`src/rtl/xib_pkg.sv`:
```
package xib_pkg;

    localparam int EXT_AW   = 24;
    localparam int INT_AW   = 32;
    localparam int DATA_W   = 32;
    localparam int CODE_W   = 4;
    localparam int HI_W     = 8;
    localparam int MID_W    = 4;
    localparam int PASS_W   = EXT_AW - CODE_W;   // bits copied straight through
    localparam int CODE_LSB = EXT_AW - CODE_W;

    typedef enum logic [2:0] {
        RG_OFFCHIP,
        RG_FLASH,
        RG_SRAM,
        RG_RESERVED,
        RG_PERIPH_A,
        RG_PERIPH_B
    } region_e;

    typedef struct packed {
        region_e            region;
        logic [HI_W-1:0]    hi;
        logic [MID_W-1:0]   mid;
    } remap_t;

    typedef struct packed {
        logic [INT_AW-1:0]  addr;
        logic               write;
        logic [DATA_W-1:0]  wdata;
    } xfer_t;

    typedef enum logic [1:0] {
        SEQ_IDLE,
        SEQ_BUSY,
        SEQ_RESP
    } seq_e;

    // Compress a region code into the upper internal address fields.
    function automatic remap_t decode_region(input logic [CODE_W-1:0] code);
        remap_t r;
        r.region = RG_OFFCHIP;
        r.hi     = '0;
        r.mid    = '0;
        if (code[3]) begin
            if (!code[2]) begin
                r.region = RG_FLASH;
                r.hi     = 8'h00;
                r.mid    = {2'b00, code[1:0]};
            end else begin
                case (code[1:0])
                    2'b00: begin r.region = RG_SRAM;     r.hi = 8'h40; r.mid = 4'h0; end
                    2'b01: begin r.region = RG_RESERVED; r.hi = 8'h60; r.mid = 4'h0; end
                    2'b10: begin r.region = RG_PERIPH_A; r.hi = 8'hC3; r.mid = 4'hF; end
                    default: begin r.region = RG_PERIPH_B; r.hi = 8'hFF; r.mid = 4'hF; end
                endcase
            end
        end
        return r;
    endfunction

    function automatic logic is_forwarded(input region_e rg);
        return (rg != RG_OFFCHIP) && (rg != RG_RESERVED);
    endfunction

endpackage

```
`src/rtl/xib_region_decode.sv`:
```
module xib_region_decode
    import xib_pkg::*;
#(
    parameter int EAW = xib_pkg::EXT_AW,
    parameter int IAW = xib_pkg::INT_AW
) (
    input  logic [EAW-1:0] ext_addr_i,
    output region_e        region_o,
    output logic [IAW-1:0] int_addr_o
);
    localparam int PW = EAW - CODE_W;

    remap_t info;

    always_comb begin
        info       = decode_region(ext_addr_i[EAW-1 -: CODE_W]);
        region_o   = info.region;
        int_addr_o = {info.hi, info.mid, ext_addr_i[PW-1:0]};
    end
endmodule

```
`src/rtl/xib_txn_ctrl.sv`:
```
module xib_txn_ctrl
    import xib_pkg::*;
#(
    parameter int IAW = xib_pkg::INT_AW,
    parameter int DW  = xib_pkg::DATA_W
) (
    input  logic           clk,
    input  logic           rst,
    input  logic           start_i,
    input  region_e        region_i,
    input  logic [IAW-1:0] mapped_addr_i,
    input  logic           write_i,
    input  logic [DW-1:0]  wdata_i,
    output logic           ack_o,
    output logic           err_o,
    output logic [DW-1:0]  rdata_o,
    output logic           req_o,
    output logic [IAW-1:0] addr_o,
    output logic           write_o,
    output logic [DW-1:0]  wdata_o,
    input  logic           ready_i,
    input  logic           error_i,
    input  logic [DW-1:0]  rdata_i
);
    seq_e  state;
    xfer_t held;

    always_ff @(posedge clk) begin
        if (rst) begin
            state   <= SEQ_IDLE;
            req_o   <= 1'b0;
            ack_o   <= 1'b0;
            err_o   <= 1'b0;
            rdata_o <= '0;
            held    <= '0;
        end else begin
            case (state)
                SEQ_IDLE: begin
                    ack_o <= 1'b0;
                    err_o <= 1'b0;
                    if (start_i && region_i != RG_OFFCHIP) begin
                        if (is_forwarded(region_i)) begin
                            req_o       <= 1'b1;
                            held.addr   <= mapped_addr_i;
                            held.write  <= write_i;
                            held.wdata  <= wdata_i;
                            state       <= SEQ_BUSY;
                        end else begin
                            err_o <= 1'b1;
                            state <= SEQ_RESP;
                        end
                    end
                end
                SEQ_BUSY: begin
                    if (error_i) begin
                        req_o <= 1'b0;
                        err_o <= 1'b1;
                        state <= SEQ_RESP;
                    end else if (ready_i) begin
                        req_o   <= 1'b0;
                        ack_o   <= 1'b1;
                        rdata_o <= rdata_i;
                        state   <= SEQ_RESP;
                    end
                end
                default: begin
                    ack_o <= 1'b0;
                    err_o <= 1'b0;
                    state <= SEQ_IDLE;
                end
            endcase
        end
    end

    assign addr_o  = held.addr;
    assign write_o = held.write;
    assign wdata_o = held.wdata;
endmodule

```
`src/rtl/xib_bridge.sv`:
```
module xib_bridge
    import xib_pkg::*;
(
    input  logic              clk,
    input  logic              rst,
    input  logic              ext_start,
    input  logic [EXT_AW-1:0] ext_addr,
    input  logic              ext_write,
    input  logic [DATA_W-1:0] ext_wdata,
    output logic              ext_ack,
    output logic              ext_err,
    output logic [DATA_W-1:0] ext_rdata,
    output logic              int_req,
    output logic [INT_AW-1:0] int_addr,
    output logic              int_write,
    output logic [DATA_W-1:0] int_wdata,
    input  logic              int_ready,
    input  logic              int_error,
    input  logic [DATA_W-1:0] int_rdata
);
    region_e           region;
    logic [INT_AW-1:0] mapped_addr;

    xib_region_decode #(.EAW(EXT_AW), .IAW(INT_AW)) u_decode (
        .ext_addr_i (ext_addr),
        .region_o   (region),
        .int_addr_o (mapped_addr)
    );

    xib_txn_ctrl #(.IAW(INT_AW), .DW(DATA_W)) u_ctrl (
        .clk           (clk),
        .rst           (rst),
        .start_i       (ext_start),
        .region_i      (region),
        .mapped_addr_i (mapped_addr),
        .write_i       (ext_write),
        .wdata_i       (ext_wdata),
        .ack_o         (ext_ack),
        .err_o         (ext_err),
        .rdata_o       (ext_rdata),
        .req_o         (int_req),
        .addr_o        (int_addr),
        .write_o       (int_write),
        .wdata_o       (int_wdata),
        .ready_i       (int_ready),
        .error_i       (int_error),
        .rdata_i       (int_rdata)
    );
endmodule

```
`config.mk`:
```
export PLATFORM = sky130hd
export DESIGN_NAME = xib_bridge
export DESIGN_NICKNAME = d
export VERILOG_FILES = /design/src/rtl/xib_pkg.sv /design/src/rtl/xib_region_decode.sv /design/src/rtl/xib_txn_ctrl.sv /design/src/rtl/xib_bridge.sv
export SDC_FILE = /design/constraint.sdc
export NUM_CORES = 1
export LEC_CHECK = 0
export ABC_CLOCK_PERIOD_IN_PS = 1900
export BUFFER_PORTS_ARGS = -buffer_cell sky130_fd_sc_hd__buf_2
export CAP_MARGIN = 20
export CORE_ASPECT_RATIO = 1.2
export CORE_UTILIZATION = 48
export DETAILED_ROUTE_END_ITERATION = 7
export GPL_TIMING_DRIVEN = 0
export PLACE_DENSITY = 0.9
export SLEW_MARGIN = 25
export SYNTH_ARGS = -nofsm -noshare
export SYNTH_HDL_FRONTEND = slang
export SYNTH_SLANG_ARGS = --single-unit
```
`constraint.sdc`:
```
create_clock -name clk -period 1.9 [get_ports clk]
set_input_delay 0.475 -clock clk [delete_from_list [all_inputs] [get_ports clk]]
set_output_delay 0.475 -clock clk [all_outputs]
set_load 0.005 [all_outputs]
```
==> metrics.txt <==
worst setup margin=0.411 ns; worst reg2reg startpoint=u_ctrl.state[0]$_SDFFE_PP0P_; most frequent cell after synthesis=dfxtp_1; r2r setup slk=0.44 ns; top cells by instance count after synthesis=96 x dfxtp_1, 94 x a21oi_1, 68 x nand2_1, 55 x nand3_1, 50 x o21ai_0; Vert. Die Dim=98.2 um; Area Overhead vs Synth=34.3%; Post-synth EDFFs=0; register area share after synthesis=0.519; die area=between 8000 and 9000 um2; maxcap violations=0; ANT cells=0; estimated wirelength of the detail-placed design=8080 um; vias in the first global route=3749; CP Max Fanout=6; PortBufs=192; Final Setup Violations=0; Reg2Reg Capture Point=u_ctrl.addr_o[18]$_SDFFE_PP0P_; Post-Synth Simple-Gate Area=0.176; Pint=2.91 mW; Worst-Margin Slew=0.531 ns; met1 WL=4280 um; Final Hold Viols=0; main combinational cell family by area after synthesis=compound AO/OA/AOI/OAI gates; Worst slew margin=0.646; drc violations=0; uppermost routed layer=met4; Hold Startpoint=int_rdata[5]; Core ar.=between 7000 and 8000 um2; DR WL/cell=14.3 um; Tmin final=between 1 and 1.5 ns; xor/xnor cell area share of the yosys netlist=0; # resized after CTS=0; Yosys warning count=0; DP Worst Slack=0.204 ns; Switching Share=0.255; RSZ-0062 raised after global routing=no; Hold Crit Class=input port to flop; Worst-path clk slew=0.10 ns; DRT Pass-1 Iters=5; drt initial violations=160; Worst VDD drop=509 uV; I/O pin count=194; Initial Utilization=0.503; total power=3.91 mW; CTS Root Cell=clkbuf_8; Num CTS Buffers=9; Cells on Worst Hold Path=3; setup bufs post-CTS=0; Compound-Gate Fraction of Synth Area=0.218; leakage power figure=roughly 2.3 nW; post-layout util=0.675; metal2 WL=5380 um; post-synthesis net count=539; Crit Path Category=flop to primary output; Comb pwr share=0.119; Critical Path AT=slightly above 1 ns; Setup Skew=roughly 0.013 ns; layout cells sized above 1=0.377; Hold Path Sink=u_ctrl.rdata_o[5]$_SDFFE_PP0P_; clock buffer depth=2; share of power burned in registers=0.542; main area contributors after synthesis=dfxtp_1 52%, a21oi_1 13%, nand3_1 7.4%; Vias/cell=5.40; CTS tree=built; Data required, critical path=about 1.4 ns; Async SR Flop Fraction=0; remaining antenna violation count=0; clk sinks=96; Synth Area in Adders=0; global route overflow=0; largest net degree at the start of global routing=17; power per cell area=between 700 and 800 nW/um2; Startpoint Class=flop; row count=34; leading area contributor after synthesis=dfxtp_1; Worst setup EP type=primary output; setup TNS=0 ns; Tcrit/Tclk final=0.784; gr usage total=0.264; clk_lat worst skew=0.35 ns; first-pass GRT wire length=approximately 17000 um; vias post-DR=4015; DR WL met3=748 um; Slew Viols, Final=0; Reg2Reg Depth=4; Synth Flop Type=dfxtp_1; cell area after synthesis=3700 um2; P_sw=995 uW; Die Wd=between 80 and 90 um; Mean Syn Cell Area=about 8.3 um2; hold buffers post-CTS=0; mux share of post-synthesis cell area=0.00304; post-synth top area share=0.519; Final nets=742; total length of routed wires=about 11000 um; Clock power frac=0.339; status=finished clean; fmax=671 MHz; Syn Inst Count=445; initial antenna violation count=0; Synth Register Bits=96; minimum hold slack=0.347 ns; GP Congestion=0.781; synth unique cells=28; H-tree depth=3
==> per-layer routing <==
metal  track usage  vias to the layer above
met4         0.112                        0
met5             0                        -
met3        0.0523                       22
li1              -                     1930
met2         0.453                      181
met1         0.312                     1882
==> worst max-delay path by stage <==
stage          cells after the start                           start                         endpoint
3_3_place_gp                       4                             rst  u_ctrl.rdata_o[29]$_SDFFE_PP0P_
3_5_place_dp                       4                             rst  u_ctrl.wdata_o[16]$_SDFFE_PP0P_
2_1_floorplan                      4                             rst    u_ctrl.addr_o[0]$_SDFFE_PP0P_
4_1_cts                            2  u_ctrl.addr_o[25]$_SDFFE_PP0P_                     int_addr[24]
5_1_grt                            4    u_ctrl.state[0]$_SDFFE_PP0P_  u_ctrl.wdata_o[16]$_SDFFE_PP0P_
6_report                           2  u_ctrl.addr_o[25]$_SDFFE_PP0P_                     int_addr[24]
==> critical path, cell delays in order (launching register included) <==
cell	delay [ns]
dfxtp_1	0.43
buf_4	0.14
buf_2	0.10
==> per-stage QoR <==
stage,area [um2],cells
floorplan,3700,445
global placement,4770,727
detailed placement,4770,727
CTS,4970,743
global route,4970,743
finish,4970,743
==> registers in the layout, indices dropped and copies added, names as in the netlist <==
| signal | cells |
|---|---|
| u_ctrl.rdata_o | 32 |
| u_ctrl.addr_o | 26 |
| u_ctrl.state | 2 |
| u_ctrl.err_o | 1 |
| u_ctrl.wdata_o | 32 |
| u_ctrl.write_o | 1 |
| u_ctrl.req_o | 1 |
| u_ctrl.ack_o | 1 |
==> area by class of cell <==
cell class / count / area (um2)
Inverter: 1 / 3.75
Timing Repair Buffer: 192 / 961
Fill cell: 672 / 2390
Tap cell: 90 / 113
Clock inverter: 6 / 67.6
Buffer: 51 / 303
Sequential cell: 96 / 1920
Multi-Input combinational cell: 297 / 1470
Clock buffer: 10 / 128
==> power groups by stage <==
stage / Clock (mW) / Sequential (mW) / Combinational (mW)
detailed placement: 0 / 2.16 / 0.463
global route: 1.43 / 2.13 / 0.516
global placement: 0 / 2.16 / 0.448
finish: 1.32 / 2.12 / 0.464
floorplan: 0 / 2.17 / 0.221
CTS: 1.34 / 2.12 / 0.464
==> placed cells by master (no fill, tap or decap), drive strengths merged <==
| cell type | netlist | routed |
|---|---|---|
| clkinvlp | 0 | 2 |
| bufinv | 0 | 1 |
| a31oi | 2 | 2 |
| nand4bb | 2 | 2 |
| nand2 | 68 | 68 |
| or3 | 1 | 1 |
| nor2 | 3 | 3 |
| buf | 30 | 222 |
| o21ai | 61 | 61 |
| and3b | 1 | 1 |
| a21oi | 94 | 94 |
| nand3 | 55 | 55 |
| nand4 | 1 | 1 |
| nand3b | 1 | 1 |
| mux2 | 1 | 1 |
| and4bb | 2 | 2 |
| o211ai | 2 | 2 |
| nor2b | 1 | 1 |
| inv | 1 | 2 |
| and2 | 1 | 1 |
| clkbuf | 21 | 31 |
| dfxtp | 96 | 96 |
| clkinv | 0 | 2 |
| nand2b | 1 | 1 |
==> kinds of logic after synthesis <==
| logic type | Yosys count |
|---|---|
| AO/OA/AOI/OAI | 159 |
| buffers and inverters | 52 |
| flip-flops | 96 |
| multiplexers | 1 |
| AND/OR/NAND/NOR | 137 |
Power figures use the tool's default switching activity.
